==> config.mk <==
export PLATFORM = sky130hd
export DESIGN_NAME = rtc_bcd_core
export DESIGN_NICKNAME = d
export VERILOG_FILES = /design/src/rtl/rtc_pkg.sv /design/src/rtl/rtc_advance.sv /design/src/rtl/rtc_irq.sv /design/src/rtl/rtc_bcd_core.sv
export SDC_FILE = /design/constraint.sdc
export NUM_CORES = 1
export LEC_CHECK = 0
export ABC_AREA = 1
export BUFFER_PORTS_ARGS = -buffer_cell sky130_fd_sc_hd__buf_2
export CORE_MARGIN = 8
export CORE_UTILIZATION = 55
export DETAILED_ROUTE_END_ITERATION = 8
export PLACE_DENSITY_LB_ADDON = 0.3
export SYNTH_ARGS = -nofsm -noshare
export SYNTH_HDL_FRONTEND = slang
export SYNTH_SLANG_ARGS = --single-unit
==> constraint.sdc <==
create_clock -name clk -period 6.5 [get_ports clk]
set_input_delay 1.625 -clock clk [delete_from_list [all_inputs] [get_ports clk]]
set_output_delay 1.625 -clock clk [all_outputs]
set_load 0.005 [all_outputs]
==> src/rtl/rtc_pkg.sv <==
package rtc_pkg;
    localparam int DIG_W = 4;
    localparam int IDX_W = 4;

    localparam logic [IDX_W-1:0] IX_SEC_U  = 4'd0;
    localparam logic [IDX_W-1:0] IX_SEC_T  = 4'd1;
    localparam logic [IDX_W-1:0] IX_MIN_U  = 4'd2;
    localparam logic [IDX_W-1:0] IX_MIN_T  = 4'd3;
    localparam logic [IDX_W-1:0] IX_HR_U   = 4'd4;
    localparam logic [IDX_W-1:0] IX_HR_T   = 4'd5;
    localparam logic [IDX_W-1:0] IX_DAY_U  = 4'd6;
    localparam logic [IDX_W-1:0] IX_DAY_T  = 4'd7;
    localparam logic [IDX_W-1:0] IX_MON_U  = 4'd8;
    localparam logic [IDX_W-1:0] IX_MON_T  = 4'd9;
    localparam logic [IDX_W-1:0] IX_YR_U   = 4'd10;
    localparam logic [IDX_W-1:0] IX_YR_T   = 4'd11;
    localparam logic [IDX_W-1:0] IX_WDAY   = 4'd12;
    localparam logic [IDX_W-1:0] IX_SYNC   = 4'd13;
    localparam logic [IDX_W-1:0] IX_OUTCTL = 4'd14;
    localparam logic [IDX_W-1:0] IX_RUNCTL = 4'd15;

    typedef struct packed {
        logic [DIG_W-1:0] su, st, mu, mt, hu, ht, du, dt, mou, mot, yu, yt, wd;
    } rtc_time_t;

    typedef enum logic [1:0] {
        PER_TICK64 = 2'd0,
        PER_SECOND = 2'd1,
        PER_MINUTE = 2'd2,
        PER_HOUR   = 2'd3
    } rtc_period_e;

    function automatic logic [7:0] bcd_to_bin(input logic [DIG_W-1:0] t, input logic [DIG_W-1:0] u);
        return ({4'd0, t} * 8'd10) + {4'd0, u};
    endfunction

    function automatic logic [7:0] bin_to_bcd(input logic [7:0] v);
        logic [7:0] q;
        logic [7:0] r;
        q = v / 8'd10;
        r = v - (q * 8'd10);
        return {q[3:0], r[3:0]};
    endfunction

    function automatic logic [7:0] month_len(input logic [7:0] mon, input logic [7:0] yr);
        case (mon)
            8'd2:                     return (yr[1:0] == 2'b00) ? 8'd29 : 8'd28;
            8'd4, 8'd6, 8'd9, 8'd11:  return 8'd30;
            default:                  return 8'd31;
        endcase
    endfunction
endpackage

==> src/rtl/rtc_advance.sv <==
module rtc_advance
    import rtc_pkg::*;
(
    input  rtc_time_t tm_i,
    input  logic      h24_i,
    output rtc_time_t tm_o,
    output logic      sec_wrap_o,
    output logic      min_wrap_o
);
    logic [7:0] s_b, m_b, h_b, d_b, mo_b, y_b, len_b;
    logic [7:0] nh_b, bcd_tmp;
    logic       hr_wrap, day_wrap, mon_wrap, pm_n;

    always_comb begin
        tm_o     = tm_i;
        hr_wrap  = 1'b0;
        day_wrap = 1'b0;
        mon_wrap = 1'b0;
        pm_n     = tm_i.ht[2];
        nh_b     = 8'd0;
        s_b  = bcd_to_bin(tm_i.st, tm_i.su);
        m_b  = bcd_to_bin(tm_i.mt, tm_i.mu);
        d_b  = bcd_to_bin(tm_i.dt, tm_i.du);
        mo_b = bcd_to_bin(tm_i.mot, tm_i.mou);
        y_b  = bcd_to_bin(tm_i.yt, tm_i.yu);
        len_b = month_len(mo_b, y_b);
        h_b  = h24_i ? bcd_to_bin(tm_i.ht, tm_i.hu)
                     : bcd_to_bin({3'b000, tm_i.ht[0]}, tm_i.hu);

        // seconds
        sec_wrap_o = (s_b >= 8'd59);
        bcd_tmp = bin_to_bcd(sec_wrap_o ? 8'd0 : s_b + 8'd1);
        {tm_o.st, tm_o.su} = bcd_tmp;

        // minutes
        min_wrap_o = sec_wrap_o && (m_b >= 8'd59);
        if (sec_wrap_o) begin
            bcd_tmp = bin_to_bcd(min_wrap_o ? 8'd0 : m_b + 8'd1);
            {tm_o.mt, tm_o.mu} = bcd_tmp;
        end

        // hours
        if (min_wrap_o) begin
            if (h24_i) begin
                hr_wrap = (h_b >= 8'd23);
                nh_b    = hr_wrap ? 8'd0 : h_b + 8'd1;
                bcd_tmp = bin_to_bcd(nh_b);
                tm_o.ht = bcd_tmp[7:4];
                tm_o.hu = bcd_tmp[3:0];
            end else begin
                if (h_b == 8'd11) begin
                    nh_b    = 8'd12;
                    pm_n    = ~tm_i.ht[2];
                    hr_wrap = tm_i.ht[2];
                end else if (h_b >= 8'd12) begin
                    nh_b = 8'd1;
                end else begin
                    nh_b = h_b + 8'd1;
                end
                bcd_tmp = bin_to_bcd(nh_b);
                tm_o.ht = {1'b0, pm_n, 1'b0, bcd_tmp[4]};
                tm_o.hu = bcd_tmp[3:0];
            end
        end

        // day, weekday, month, year
        if (hr_wrap) begin
            tm_o.wd  = (tm_i.wd >= 4'd6) ? 4'd0 : tm_i.wd + 4'd1;
            day_wrap = (d_b >= len_b);
            bcd_tmp  = bin_to_bcd(day_wrap ? 8'd1 : d_b + 8'd1);
            {tm_o.dt, tm_o.du} = bcd_tmp;
        end
        if (day_wrap) begin
            mon_wrap = (mo_b >= 8'd12);
            bcd_tmp  = bin_to_bcd(mon_wrap ? 8'd1 : mo_b + 8'd1);
            {tm_o.mot, tm_o.mou} = bcd_tmp;
        end
        if (mon_wrap) begin
            bcd_tmp = bin_to_bcd((y_b >= 8'd99) ? 8'd0 : y_b + 8'd1);
            {tm_o.yt, tm_o.yu} = bcd_tmp;
        end
    end
endmodule

==> src/rtl/rtc_irq.sv <==
module rtc_irq
    import rtc_pkg::*;
(
    input  logic        clk,
    input  logic        rst_n,
    input  logic        tick64_i,
    input  logic        run_i,
    input  logic        sec_evt_i,
    input  logic        min_evt_i,
    input  logic        hour_evt_i,
    input  rtc_period_e period_i,
    input  logic        level_i,
    input  logic        mask_i,
    input  logic        clr_i,
    input  logic        quiet_i,
    output logic        pend_o,
    output logic        irq_o
);
    typedef struct packed {
        logic pend;
        logic pulse;
    } irq_state_t;

    irq_state_t st_q, st_d;
    logic       evt;

    always_comb begin
        case (period_i)
            PER_TICK64: evt = tick64_i && run_i;
            PER_SECOND: evt = sec_evt_i;
            PER_MINUTE: evt = min_evt_i;
            default:    evt = hour_evt_i;
        endcase
        st_d = st_q;
        if (evt)        st_d.pend = 1'b1;
        else if (clr_i) st_d.pend = 1'b0;
        if (quiet_i)                    st_d.pulse = 1'b0;
        else if (tick64_i && st_q.pulse) st_d.pulse = 1'b0;
        else if (evt)                   st_d.pulse = 1'b1;
    end

    always_ff @(posedge clk or negedge rst_n) begin
        if (!rst_n) st_q <= '0;
        else        st_q <= st_d;
    end

    assign pend_o = st_q.pend;
    assign irq_o  = !mask_i && (level_i ? st_q.pend : st_q.pulse);

    // a selected period event always leaves the flag set
    assert_event_sets_pending_R8: assert property (@(posedge clk) disable iff (!rst_n)
        evt |=> st_q.pend);

    // a pulse never survives the 64 Hz tick that ends it
    assert_pulse_one_tick_R10: assert property (@(posedge clk) disable iff (!rst_n)
        (st_q.pulse && tick64_i) |=> !st_q.pulse);
endmodule

==> src/rtl/rtc_bcd_core.sv <==
module rtc_bcd_core
    import rtc_pkg::*;
#(
    parameter bit DEFAULT_24H = 1'b1
) (
    input  logic             clk,
    input  logic             rst_n,
    input  logic             tick_1hz_i,
    input  logic             tick_64hz_i,
    input  logic             wr_en_i,
    input  logic [IDX_W-1:0] addr_i,
    input  logic [DIG_W-1:0] wdata_i,
    output logic [DIG_W-1:0] rdata_o,
    output logic             irq_o
);
    typedef struct packed {
        rtc_time_t        tm;
        logic             hold;
        logic             tick_owed;
        logic [DIG_W-1:0] outctl;
        logic             f_rst;
        logic             f_stop;
        logic             f_h24;
        logic             f_test;
        logic             h24_live;
    } core_state_t;

    localparam rtc_time_t TIME_INIT = '{su: 4'd0, st: 4'd0, mu: 4'd0, mt: 4'd0,
                                        hu: 4'd0, ht: 4'd0, du: 4'd1, dt: 4'd0,
                                        mou: 4'd1, mot: 4'd0, yu: 4'd0, yt: 4'd0, wd: 4'd0};

    core_state_t st_q, st_d;
    rtc_time_t   adv_in, adv_out;
    logic        sec_wrap, min_wrap;
    logic        run, adj_wr, do_adv, pend_clr, pend;

    always_comb begin
        run      = !st_q.f_rst && !st_q.f_stop;
        adj_wr   = wr_en_i && (addr_i == IX_SYNC) && wdata_i[3];
        pend_clr = wr_en_i && (addr_i == IX_SYNC) && !wdata_i[2];
        do_adv   = run && !st_q.hold && (tick_1hz_i || st_q.tick_owed) && !adj_wr;
        adv_in   = st_q.tm;
        if (adj_wr) begin
            adv_in.su = 4'd9;
            adv_in.st = 4'd5;
        end
    end

    rtc_advance u_adv (
        .tm_i       (adv_in),
        .h24_i      (st_q.h24_live),
        .tm_o       (adv_out),
        .sec_wrap_o (sec_wrap),
        .min_wrap_o (min_wrap)
    );

    rtc_irq u_irq (
        .clk        (clk),
        .rst_n      (rst_n),
        .tick64_i   (tick_64hz_i),
        .run_i      (run),
        .sec_evt_i  (do_adv),
        .min_evt_i  (do_adv && sec_wrap),
        .hour_evt_i (do_adv && min_wrap),
        .period_i   (rtc_period_e'(st_q.outctl[3:2])),
        .level_i    (st_q.outctl[1]),
        .mask_i     (st_q.outctl[0]),
        .clr_i      (pend_clr),
        .quiet_i    (st_q.f_rst),
        .pend_o     (pend),
        .irq_o      (irq_o)
    );

    always_comb begin
        st_d = st_q;
        // rounding adjust or tick-driven advance
        if (adj_wr) begin
            if (bcd_to_bin(st_q.tm.st, st_q.tm.su) >= 8'd30) begin
                st_d.tm = adv_out;
            end else begin
                st_d.tm.su = 4'd0;
                st_d.tm.st = 4'd0;
            end
        end else if (do_adv) begin
            st_d.tm = adv_out;
        end
        // deferred tick bookkeeping
        if (!run || do_adv) st_d.tick_owed = 1'b0;
        else if (tick_1hz_i) st_d.tick_owed = 1'b1;
        // host writes overlay the computed values
        if (wr_en_i) begin
            case (addr_i)
                IX_SEC_U:  st_d.tm.su  = wdata_i;
                IX_SEC_T:  st_d.tm.st  = wdata_i;
                IX_MIN_U:  st_d.tm.mu  = wdata_i;
                IX_MIN_T:  st_d.tm.mt  = wdata_i;
                IX_HR_U:   st_d.tm.hu  = wdata_i;
                IX_HR_T:   st_d.tm.ht  = wdata_i;
                IX_DAY_U:  st_d.tm.du  = wdata_i;
                IX_DAY_T:  st_d.tm.dt  = wdata_i;
                IX_MON_U:  st_d.tm.mou = wdata_i;
                IX_MON_T:  st_d.tm.mot = wdata_i;
                IX_YR_U:   st_d.tm.yu  = wdata_i;
                IX_YR_T:   st_d.tm.yt  = wdata_i;
                IX_WDAY:   st_d.tm.wd  = wdata_i;
                IX_SYNC:   st_d.hold   = wdata_i[0];
                IX_OUTCTL: st_d.outctl = wdata_i;
                default: begin
                    st_d.f_rst  = wdata_i[0];
                    st_d.f_stop = wdata_i[1];
                    st_d.f_h24  = wdata_i[2];
                    st_d.f_test = wdata_i[3];
                end
            endcase
        end
        // seconds reset dominates everything on the seconds digits
        if (st_q.f_rst) begin
            st_d.tm.su     = 4'd0;
            st_d.tm.st     = 4'd0;
            st_d.tick_owed = 1'b0;
            st_d.h24_live  = st_q.f_h24;
        end
    end

    always_ff @(posedge clk or negedge rst_n) begin
        if (!rst_n) begin
            st_q.tm        <= TIME_INIT;
            st_q.hold      <= 1'b0;
            st_q.tick_owed <= 1'b0;
            st_q.outctl    <= 4'b0001;
            st_q.f_rst     <= 1'b0;
            st_q.f_stop    <= 1'b0;
            st_q.f_h24     <= DEFAULT_24H;
            st_q.f_test    <= 1'b0;
            st_q.h24_live  <= DEFAULT_24H;
        end else begin
            st_q <= st_d;
        end
    end

    always_comb begin
        case (addr_i)
            IX_SEC_U:  rdata_o = st_q.tm.su;
            IX_SEC_T:  rdata_o = st_q.tm.st;
            IX_MIN_U:  rdata_o = st_q.tm.mu;
            IX_MIN_T:  rdata_o = st_q.tm.mt;
            IX_HR_U:   rdata_o = st_q.tm.hu;
            IX_HR_T:   rdata_o = st_q.tm.ht;
            IX_DAY_U:  rdata_o = st_q.tm.du;
            IX_DAY_T:  rdata_o = st_q.tm.dt;
            IX_MON_U:  rdata_o = st_q.tm.mou;
            IX_MON_T:  rdata_o = st_q.tm.mot;
            IX_YR_U:   rdata_o = st_q.tm.yu;
            IX_YR_T:   rdata_o = st_q.tm.yt;
            IX_WDAY:   rdata_o = st_q.tm.wd;
            IX_SYNC:   rdata_o = {1'b0, pend, do_adv, st_q.hold};
            IX_OUTCTL: rdata_o = st_q.outctl;
            default:   rdata_o = {st_q.f_test, st_q.f_h24, st_q.f_stop, st_q.f_rst};
        endcase
    end

    // with the freeze flag set and no host write, time stays put
    assert_hold_freezes_R6: assert property (@(posedge clk) disable iff (!rst_n)
        (st_q.hold && !wr_en_i && !st_q.f_rst) |=> $stable(st_q.tm));

    // a stopped core without host writes keeps its time
    assert_stop_freezes_R12: assert property (@(posedge clk) disable iff (!rst_n)
        (st_q.f_stop && !wr_en_i && !st_q.f_rst) |=> $stable(st_q.tm));

    // the seconds reset clears both seconds digits
    assert_reset_clears_sec_R13: assert property (@(posedge clk) disable iff (!rst_n)
        st_q.f_rst |=> (st_q.tm.su == 4'd0 && st_q.tm.st == 4'd0));
endmodule

# ---- After elaboration in Yosys (flattened, before gate mapping)
# Cells that the tools add are included.
dict set report totals {
  ff_bits 65
  in_bits 13
  elab_cells 192
}
dict set report classes {
  addsub 22
  n_mul 15
  n_div 7
  n_lt_le_gt_ge 9
  eq_ne 22
  n_mux 59
  bitwise_logic 2
  reduce_logical 33
}
# cell n
set op_table {}
lappend op_table {{2-to-1 mux 8 bit} 20}
lappend op_table {{2-to-1 mux 52 bit} 2}
lappend op_table {{2-to-1 mux 4 bit} 15}
lappend op_table {{case mux 4 bit (15 select lines)} 1}
lappend op_table {{adder 8 x 4 -> 8 bit} 7}
lappend op_table {{divider 8 x 4 -> 8 bit (second input constant)} 7}
lappend op_table {{multiplier 8 x 3 -> 3 bit (second input constant)} 7}
lappend op_table {{2-to-1 mux 53 bit} 1}
lappend op_table {{multiplier 4 x 3 -> 7 bit (second input constant)} 7}
lappend op_table {{adder 8 x 1 -> 8 bit (second input constant)} 6}
lappend op_table {{2-to-1 mux 44 bit} 1}
lappend op_table {{equality test 4 bit (second input constant)} 7}
lappend op_table {{subtractor 4 bit} 7}
lappend op_table {{equality test 8 x 4 -> 1 bit (second input constant)} 3}
lappend op_table {{2-to-1 mux 1 bit} 17}
lappend op_table {{equality test 4 x 3 -> 1 bit (second input constant)} 4}
lappend op_table {{equality test 8 x 3 -> 1 bit (second input constant)} 2}
lappend op_table {{greater-or-equal comparator 8 x 4 -> 1 bit (second input constant)} 2}
lappend op_table {{greater-or-equal comparator 8 x 5 -> 1 bit (second input constant)} 2}
lappend op_table {{greater-or-equal comparator 8 x 6 -> 1 bit (second input constant)} 2}
lappend op_table {{case mux 8 bit (2 select lines)} 1}
lappend op_table {{OR reduction 15 bit} 1}
lappend op_table {{logical AND 1 bit} 13}
lappend op_table {{equality test 4 x 2 -> 1 bit (second input constant)} 2}
lappend op_table {{other kinds (20)} 32}

# ---- Depth between registers and ports, before layout
# Gate-level depths: netlist of run 1.
dict set report logic_depth {
  word_depth 19
  mapped_depth 48
  ltp_nobuf 47
}

# ---- Hierarchy
# From an unflattened synthesis of run 1, not the netlist that was laid out.
dict set report hier_totals {
  cells_unflattened 1555
  area_unflattened_um2 9779.4
}
# module n_inst cells_each area_per_inst_um2 seq_area_each_um2
set by_module_without_submodules {}
lappend by_module_without_submodules {rtc_bcd_core 1 787 5126.2 1582.8}
lappend by_module_without_submodules {rtc_advance 1 751 4529.3 0.0}
lappend by_module_without_submodules {rtc_irq 1 17 123.9 50.0}

# ---- Least setup slack after synthesis of run 1
# OpenSTA, ideal clock, no wires.
dict set report synth_timing {
  kind {input to register}
  startpoint {input port wr_en_i}
  endpoint {register st_q[62] (netlist name)}
  setup_ns 0.136
  arrival_ns 6.867
  required_ns 6.364
  path_slack_ns -0.503
  stages 34
  path_buffers 3
  path_cell_list {clkbuf_1 > nand3_4 > buf_1 > inv_1 > or2_2 > ha_1 > ha_1 > inv_1 > fa_1 > nor2_1 > nand4_1 > nand2_1 > inv_1 > nand3_2 > nand2_2 > nor2_4 > nand2_4 > buf_2 > nor3_1 > ha_1 > o2111ai_1 > nand3_2 > inv_1 > ha_1 > nand2_1 > o211ai_1 > nand2_1 > ha_1 > inv_1 > fa_1 > xnor2_1 > nor2_1 > o21ai_1 > a21oi_1}
}
# element line
set synth_rtl {}
lappend synth_rtl {{from (decl)} rtc_bcd_core.sv:10} ;# input logic wr_en_i,
lappend synth_rtl {{to (signal assigned)} rtc_bcd_core.sv:137} ;# st_q <= st_d;
lappend synth_rtl {{to (decl)} rtc_bcd_core.sv:32} ;# core_state_t st_q, st_d;

==> results.toml, run 1 <==
[route]
finalWirelength_um = 22200
drc_errors = 0
wire_per_inst_um = 15.2
antenna_left = 0
drtPass1Iterations = 8
post_drt_via_cell_ratio = 5.75
drt_iter0_markers = 717
vias = 8409

[clock_network]
cts-root-buf = "clkbuf_16"
cts_max_path_buffers = 2
path_clk_slew_ns = 0.05
clock_sinks = 65
cts_made_buffers = 9
cts_tree = "built"
holdBufCountCts = 0
clk_latency_ns = 0.34
cts_max_level = 3

[synth]
synth_area_per_cell_sq_um = 6.88
syn_inst = 1194
syn_area_sq_um = 8210
synth_top_flop_cell = "dfrtp_1"
yosys-top-cells-area = "dfrtp_1 (18%), ha_1 (13%), nand2_1 (10%)"
seq_area_frac_synth_pct = 19.9
synth.most_common_cell = "nand2_1"
netlist_top_cells_count = "nand2_1 (225), inv_1 (197), nor2_1 (115), ha_1 (83), a21oi_1 (70)"
synth_edf_count = 0
yosysTopAreaCell = "dfrtp_1"
ys_types = 66
synth.top_cell.area_share_pct = 18.3
ys_warn_count = 0
async_reset_ff_share_pct = 100
synth-seq-cells = 65

[global_routing]
grt_max_degree = 66
groute.usage.overall_pct = 22.7
antenna_found_initial = 0
first_global_vias = 7999
grt_overflow = 0
grt_first_pass_wirelength_um = 37300

[critical_path]
cpMostUsedCell = "nand2_2"
cp.arrival_ns = 6.55
worst_setup_path_start_kind = "primary input"
end_kind = "register"
max_stage_delay_ns = 0.47
cp.required_ns = 6.71
path_max_fanout = 7
path_class = "primary input to register"
slowest_stage = "fa_2"

[placement]
dp_cells = 1436
gp_congestion = 0.928
portBuffers = 17
dp_hpwl_um = 17000

[timing]
min_period_ns = 6.34
max_clock_freq_ghz = 0.158
setup-violations-final = 0
grt_setup_unrepaired = "yes"
relSlewSlack_pct = 43.7
fin_crit_sh_pct = 97.5
tightest_slew_ns = 0.844
hold_violations = 0
skew_ns = 0.00591
slew_violations = 0

[run]
max-cap-violations = 0

[cells_and_area]
diodes = 0
layout-drive-gt1-share_pct = 16.5
area_delta_synth_final_pct = 15.6
final_util_pct = 65.1
instances_no_fill = 1462
fillers = 1320
layout.nets = 1390

[floorplanning]
dieWidth_um = 138
row_count = 44
core-area_sq_um = 14600
initial_utilization_pct = 56.3
io_pins = 18
die_h_um = 138
dieArea_sq_um = 19100

[worst_hold_path]
hp-class = "register to register"

[outcome]
status = "finished clean"
layout by cell type (no fill, tap or decap), types with 15 or more instances in the layout:
cell type and n:
nand2_1 218, inv_1 185, nor2_1 111, ha_1 77, buf_4 70, a21oi_1 68, o21ai_0 67, dfrtp_1 60
nand3_1 57, a22oi_1 31, o211ai_1 25, nand4_1 24, xor2_1 22, nand2_2 20, xnor2_1 17, fa_1 17
inv_2 15, buf_2 15
per-stage QoR:
step / hold slack, ns / cell area [sq um] / setup slack [ns] / TNS (ns)
6_report: 0.493 / 9490 / 0.161 / 0
5_1_grt: 0.542 / 9490 / -0.182 / -0.330
4_1_cts: 0.493 / 9330 / 0.00319 / 0
3_5_place_dp: 0.480 / 8990 / -0.405 / -0.940
3_3_place_gp: 0.479 / 8990 / -0.184 / -0.289
2_1_floorplan: 0.454 / 8330 / 0.00202 / 0
worst max-delay path: cells and delay by family:
| kind | cells | cell delay, ns |
|---|---|---|
| AND/OR/NAND/NOR | 26 | 2.33 |
| adder cells (fa/ha/maj) | 5 | 1.35 |
| buffers and inverters | 11 | 0.84 |
| AO/OA/AOI/OAI | 2 | 0.25 |
| XOR/XNOR | 1 | 0.15 |
routing by layer:
layer	wire, um	vias to the layer above	part of all wire [%]	GRT usage (%)
li1	-	4151	-	-
met1	9750	3911	44	28.8
met2	10400	283	47	37.5
met3	1350	64	6.1	3.46
met4	711	0	3.2	9.27
met5	0	-	0	0.524
cell type report:
class	count	area, sq um	share of cell area [%]
Multi-Input combinational cell	906	5940	62.6
Sequential cell	65	1630	17.2
Inverter	204	773	8.14
Timing Repair Buffer	87	623	6.56
Clock buffer	13	250	2.64
Tap cell	184	230	2.42
Clock inverter	3	40.0	0.422
registers in the layout, summed over array words and instances (netlist names):
name          flops
adv_in           44
st_q             19
u_irq.st_q        1
u_irq.pend_o      1
path summary, 6_finish.rpt:
check,slack [ns],from,end,cells past startpoint
min in group asynchronous,1.48,rst_n,adv_in[8]$_DFF_PN0_,2
max reg2reg,0.53,adv_in[15]$_DFF_PN0_,adv_in[27]$_DFF_PN0_,34
max in group asynchronous,4.47,rst_n,adv_in[26]$_DFF_PN0_,2
min reg2reg,0.49,st_q[1]$_DFFE_PN0P_,st_q[1]$_DFFE_PN0P_,2
min,0.49,st_q[1]$_DFFE_PN0P_,st_q[1]$_DFFE_PN0P_,2
max,0.16,addr_i[1],adv_in[43]$_DFF_PN0_,45
logic make-up (layout without fill, tap and decap cells):
logic type | after synthesis | in the layout | share of synthesized area, %
adder cells (fa/ha/maj) | 104 | 104 | 17.8
buffers and inverters | 225 | 307 | 10.4
AO/OA/AOI/OAI | 261 | 261 | 19.7
flip-flops | 65 | 65 | 19.9
XOR/XNOR | 42 | 42 | 4.57
AND/OR/NAND/NOR | 495 | 495 | 27.6
other | 2 | 4 | 0.0914
timing repair:
action / CTS / global route
setup buffers: 4 / 6
resized for setup: 9 / 31
pin swaps: 7 / 36
gates cloned: 0 / 0
setup endpoints to repair: 1 / 6
Power of run 1 is not shown: default switching activity piles up to over one toggle a cycle in this logic, so the estimate is an artifact.
==> inputs of run 2 (changes only) <==
--- a/config.mk
+++ b/config.mk
@@ -8,9 +8,10 @@
 export ABC_AREA = 1
 export BUFFER_PORTS_ARGS = -buffer_cell sky130_fd_sc_hd__buf_2
 export CORE_MARGIN = 8
-export CORE_UTILIZATION = 55
+export CORE_UTILIZATION = 60
 export DETAILED_ROUTE_END_ITERATION = 8
 export PLACE_DENSITY_LB_ADDON = 0.3
 export SYNTH_ARGS = -nofsm -noshare
 export SYNTH_HDL_FRONTEND = slang
+export SYNTH_HIERARCHICAL = 1
 export SYNTH_SLANG_ARGS = --single-unit
==> results.toml, run 2 <==
[outcome]
status = "finished, violations left"
violations = "setup timing"

[clock_network]
clock_sinks = 65
path_clk_slew_ns = 0.06
cts-root-buf = "clkbuf_16"
cts_max_path_buffers = 2
cts_max_level = 3
clk_latency_ns = 0.34
cts_tree = "built"
cts_made_buffers = 9

[cells_and_area]
area_delta_synth_final_pct = 14.1
layout.nets = 1740
final_common_cell = "nand2_1"
mostFrequentLayoutCells = "nand2_1 (324), inv_1 (252), nor2_1 (135), nand3_1 (119), buf_4 (83)"
diodes = 0
layout-drive-gt1-share_pct = 15.8
largest_register_ffs = 44
instances_no_fill = 1844

[floorplanning]
row_count = 46
core-area_sq_um = 15900
dieArea_sq_um = 20600
dieWidth_um = 144
io_pins = 18
die_h_um = 144
initial_utilization_pct = 61.6

[timing]
relSlewSlack_pct = 33.6
setup-violations-final = 2
max_clock_freq_ghz = 0.150
skew_ns = 0.00723
tns_ns = -0.225
min_period_ns = 6.68
hold_violations = 0
fin_crit_sh_pct = 103
tightest_slew_ns = 0.996
timing.final.ws_setup_ns = -0.181
grt_setup_unrepaired = "yes"
slew_violations = 0

[global_routing]
grt_first_pass_wirelength_um = 46300
groute.usage.overall_pct = 27.2
grt_use_met1_pct = 32.4
grtUsageMet2_pct = 47.0
top_usage_layer = "met2"
grt_max_degree = 97
first_global_vias = 9963
antenna_found_initial = 0
use_met3_pct = 4.64
grt_overflow = 0

[synth]
ys_types = 55
synthMuxAreaShare_pct = 0
synth_compound_area_share_pct = 14.9
synth_edf_count = 0
syn_area_sq_um = 9780
netlist_top_cells_count = "nand2_1 (337), inv_1 (260), nor2_1 (140), nand3_1 (123), ha_1 (83)"
synth.most_common_cell = "nand2_1"
syn_inst = 1555
synth-simple-area-share_pct = 36.0
yosysTopAreaCell = "dfrtp_1"
synth_top_family_by_area = "simple AND/OR/NAND/NOR gates"
seq_area_frac_synth_pct = 16.7
yosys.area_share.xor_xnor_pct = 3.75
synth-seq-cells = 65
synth.top_cell.area_share_pct = 15.4
synth_area_per_cell_sq_um = 6.29
synth_top_flop_cell = "dfrtp_1"
async_reset_ff_share_pct = 100
synth_adder_area_share_pct = 14.9
yosys-top-cells-area = "dfrtp_1 (15%), nand2_1 (13%), ha_1 (11%)"
ys_warn_count = 6

[route]
vias = 10627
finalWirelength_um = 28100
drt_iter0_markers = 1221
antenna_left = 0
wire_per_inst_um = 15.2
drc_errors = 0
drtPass1Iterations = 8
post_drt_via_cell_ratio = 5.76

[critical_path]
worst_setup_path_start_kind = "primary input"
r2r_cells = 41
path_max_fanout = 6
rrSetupSlack_ns = 0.32
cpMostUsedCell = "nand2_1"
max_stage_delay_ns = 0.51
slowest_stage = "fa_1"
cp.required_ns = 6.78
cp.arrival_ns = 6.96
path_class = "primary input to register"
end_kind = "register"

[placement]
dp_cells = 1809
gp_congestion = 0.953
portBuffers = 17
dp_hpwl_um = 19700

[worst_hold_path]
whs_path_depth = 2
hp-class = "register to register"

[run]
max-cap-violations = 0
[run 2: changes by cell type in the layout (fill, tap and decap cells not counted), sizes merged, moves of 29 or more]
| cell | previous run | this run |
|---|---|---|
| nand2 | 249 | 363 |
| inv | 203 | 280 |
| nand3 | 69 | 129 |
| a211oi | 2 | 48 |
| nor3 | 16 | 55 |
| nand4 | 24 | 60 |
| a22oi | 31 | 0 |
| nor2 | 123 | 152 |
[run 2: through the flow]
stage | cell area [sq um] | setup slack (ns) | util, % | hold slack (ns)
4_1_cts | 10900 | -0.118 | 68.6 | 0.484
2_1_floorplan | 9920 | -0.304 | - | 0.455
3_5_place_dp | 10500 | -0.650 | 66.0 | 0.474
6_report | 11200 | -0.181 | 70.2 | 0.485
3_3_place_gp | 10500 | -0.401 | 66.0 | 0.468
5_1_grt | 11200 | -0.605 | 70.2 | 0.497
[run 2: path summary, 6_finish.rpt]
kind,end,startpoint
min in group asynchronous,adv_in[11]$_DFF_PN0_,rst_n
max reg2reg,adv_in[27]$_DFF_PN0_,adv_in[15]$_DFF_PN0_
min reg2reg,st_q[2]$_DFFE_PN1P_,st_q[2]$_DFFE_PN1P_
min,st_q[2]$_DFFE_PN1P_,st_q[2]$_DFFE_PN1P_
max,adv_in[43]$_DFF_PN0_,addr_i[1]
max in group asynchronous,adv_in[15]$_DFF_PN0_,rst_n
[run 2: cell type report]
class                           instances  area (sq um)
Clock buffer                           14           274
Clock inverter                          2          35.0
Inverter                              284          1080
Sequential cell                        65          1630
Timing Repair Buffer                  102           754
Multi-Input combinational cell       1161          7110
Tap cell                              216           270
Fill cell                            1422          4730
[run 2: critical path, delay by kind of cell]
family,cells,cell delay [ns]
simple gates,34,2.79
xor+xnor,1,0.16
buf+inv,11,0.63
fa+ha+maj,6,1.59
compound gates,1,0.15
[run 2: repair_timing]
action / CTS / global route
setup buffers: 7 / 13
hold buffers: 0 / 0
pin swaps: 30 / 26
setup endpoints to repair: 3 / 8
gates resized for setup: 12 / 40
[run 2: layer usage]
layer | wire [um] | share of wire (%)
met1 | 11200 | 40
met5 | 0 | 0
met4 | 1060 | 3.8
met3 | 2140 | 7.6
met2 | 13700 | 49
[run 2: cells by family (layout without fill, tap and decap cells)]
logic type | count (synthesis) | after routing
AND/OR/NAND/NOR | 772 | 772
buffers and inverters | 332 | 402
AO/OA/AOI/OAI | 239 | 239
adder cells (fa/ha/maj) | 104 | 104
flip-flops | 65 | 65
XOR/XNOR | 41 | 41
other | 2 | 5
Power of run 2 is left out for the same reason.
==> inputs of run 3 (changes only) <==
--- a/config.mk
+++ b/config.mk
@@ -7,11 +7,14 @@
 export LEC_CHECK = 0
 export ABC_AREA = 1
 export BUFFER_PORTS_ARGS = -buffer_cell sky130_fd_sc_hd__buf_2
+export CAP_MARGIN = 20
 export CORE_MARGIN = 8
 export CORE_UTILIZATION = 60
 export DETAILED_ROUTE_END_ITERATION = 8
 export PLACE_DENSITY_LB_ADDON = 0.3
+export SLEW_MARGIN = 20
 export SYNTH_ARGS = -nofsm -noshare
 export SYNTH_HDL_FRONTEND = slang
 export SYNTH_HIERARCHICAL = 1
 export SYNTH_SLANG_ARGS = --single-unit
+export TNS_END_PERCENT = 1
==> results.toml, run 3 (synthesis results as in run 2) <==
[route]
wire_per_inst_um = 15.1
drt_iter0_markers = 1387
vias = 10707
antenna_left = 0
post_drt_via_cell_ratio = 5.81
drc_errors = 0
finalWirelength_um = 27800
drtPass1Iterations = 5

[placement]
dp_hpwl_um = 19800
portBuffers = 17
gp_congestion = 0.951
place_ws_ns = -0.626

[critical_path]
cp.required_ns = 6.77
worst_setup_path_start_kind = "primary input"
path_buf_inv = 10
r2r-start = "adv_in[15]$_DFF_PN0_"
cp_top_family = "simple AND/OR/NAND/NOR gates"
max_stage_delay_ns = 0.56
path_max_fanout = 6
r2r_cells = 41
end_kind = "register"
cp.arrival_ns = 6.97
path_class = "primary input to register"
rrSetupSlack_ns = 0.23
cpMostUsedCell = "nand2_2"
timing.rr.end = "adv_in[27]$_DFF_PN0_"
slowest_stage = "fa_1"

[clock_network]
cts-root-buf = "clkbuf_16"
cts_made_buffers = 9
cts_tree = "built"
clk_latency_ns = 0.34
path_clk_slew_ns = 0.06
cts_max_path_buffers = 2
cts_max_level = 3
clock_sinks = 65

[cells_and_area]
area_delta_synth_final_pct = 12.8
layout-drive-gt1-share_pct = 14.6
mostFrequentLayoutCells = "nand2_1 (327), inv_1 (252), nor2_1 (136), nand3_1 (118), buf_4 (83)"
largest_register_ffs = 44
diodes = 0
final_common_cell = "nand2_1"
final_util_pct = 69.4
layout.nets = 1738

[outcome]
violations = "setup timing"
status = "finished, violations left"

[floorplanning]
io_pins = 18
initial_utilization_pct = 61.6
core-area_sq_um = 15900
row_count = 46
die_h_um = 144
dieArea_sq_um = 20600
dieWidth_um = 144

[global_routing]
grt_overflow = 0
grt_max_degree = 97
first_global_vias = 9984
groute.usage.overall_pct = 27.3
antenna_found_initial = 0
grt_first_pass_wirelength_um = 46600

[worst_hold_path]
hold_start = "st_q[2]$_DFFE_PN1P_"
hp-class = "register to register"
worstHoldEndpoint = "st_q[0]$_DFFE_PN1P_"
whs_path_depth = 2

[timing]
relSlewSlack_pct = 31.8
setup-violations-final = 3
max_clock_freq_ghz = 0.149
hold_violations = 0
slew_violations = 0
fin_crit_sh_pct = 103
grt_setup_unrepaired = "yes"
timing.final.ws_setup_ns = -0.202
min_period_ns = 6.70
skew_ns = 0.0117
tightest_slew_ns = 1.02
tns_ns = -0.324

[run]
max-cap-violations = 0
[run 3: cell count changes in the layout (fill, tap and decap cells not counted), sizes merged]
| cell | previous run | this run |
|---|---|---|
| buf | 102 | 100 |
| bufinv | 1 | 2 |
| clkbuf | 14 | 13 |
[run 3: stage by stage]
step | instance area [sq um] | hold slack, ns | cells
global placement | 10500 | 0.468 | 1810
detailed placement | 10500 | 0.465 | 1810
global route | 11000 | 0.501 | 1842
floorplan | 9920 | 0.455 | 1558
CTS | 11000 | 0.474 | 1841
finish | 11000 | 0.477 | 1842
[run 3: worst max-delay path by stage]
stage | from | to | slack, ns | cells after the start
after floorplan | addr_i[1] | adv_in[43]$_DFF_PN0_ | -0.30 | 50
after global placement | addr_i[1] | adv_in[43]$_DFF_PN0_ | -0.42 | 53
after detailed placement | addr_i[1] | adv_in[43]$_DFF_PN0_ | -0.63 | 53
after CTS | addr_i[1] | adv_in[43]$_DFF_PN0_ | -0.05 | 53
after global routing | addr_i[1] | adv_in[43]$_DFF_PN0_ | -0.64 | 53
final | addr_i[1] | adv_in[43]$_DFF_PN0_ | -0.20 | 53
[run 3: final cells by class]
| class | count | area [sq um] |
|---|---|---|
| Sequential cell | 65 | 1630 |
| Fill cell | 1395 | 4860 |
| Clock buffer | 13 | 260 |
| Timing Repair Buffer | 100 | 724 |
| Inverter | 284 | 1080 |
| Clock inverter | 3 | 65.1 |
| Multi-Input combinational cell | 1161 | 7000 |
| Tap cell | 216 | 270 |
[run 3: per-layer routing]
| metal | part of all wire [%] | track usage [%] | vias to the layer above |
|---|---|---|---|
| met2 | 46 | 45.0 | 541 |
| met5 | 0 | 0 | - |
| li1 | - | - | 5235 |
| met3 | 8.5 | 3.35 | 86 |
| met4 | 3.4 | 10.8 | 0 |
| met1 | 42 | 35.7 | 4845 |
[run 3: repair_timing]
action | CTS | global route
hold endpoints to repair | 0 | 0
buffers inserted | 15 | 1
resized for setup | 10 | 14
pin swaps | 36 | 12
setup endpoints to repair | 2 | 9
hold buffers | 0 | 0
[run 3: worst reg2reg max path: cells and delay by family (launching register included)]
family / cells / cell delay [ns]
and+or+nand+nor: 20 / 2.13
adders and majority gates: 8 / 2.07
xor gates and xnor gates: 3 / 0.57
AOI/OAI and AO/OA: 4 / 0.52
DFF: 1 / 0.44
buffers and inverters: 6 / 0.44
Power of run 3 is left out for the same reason.
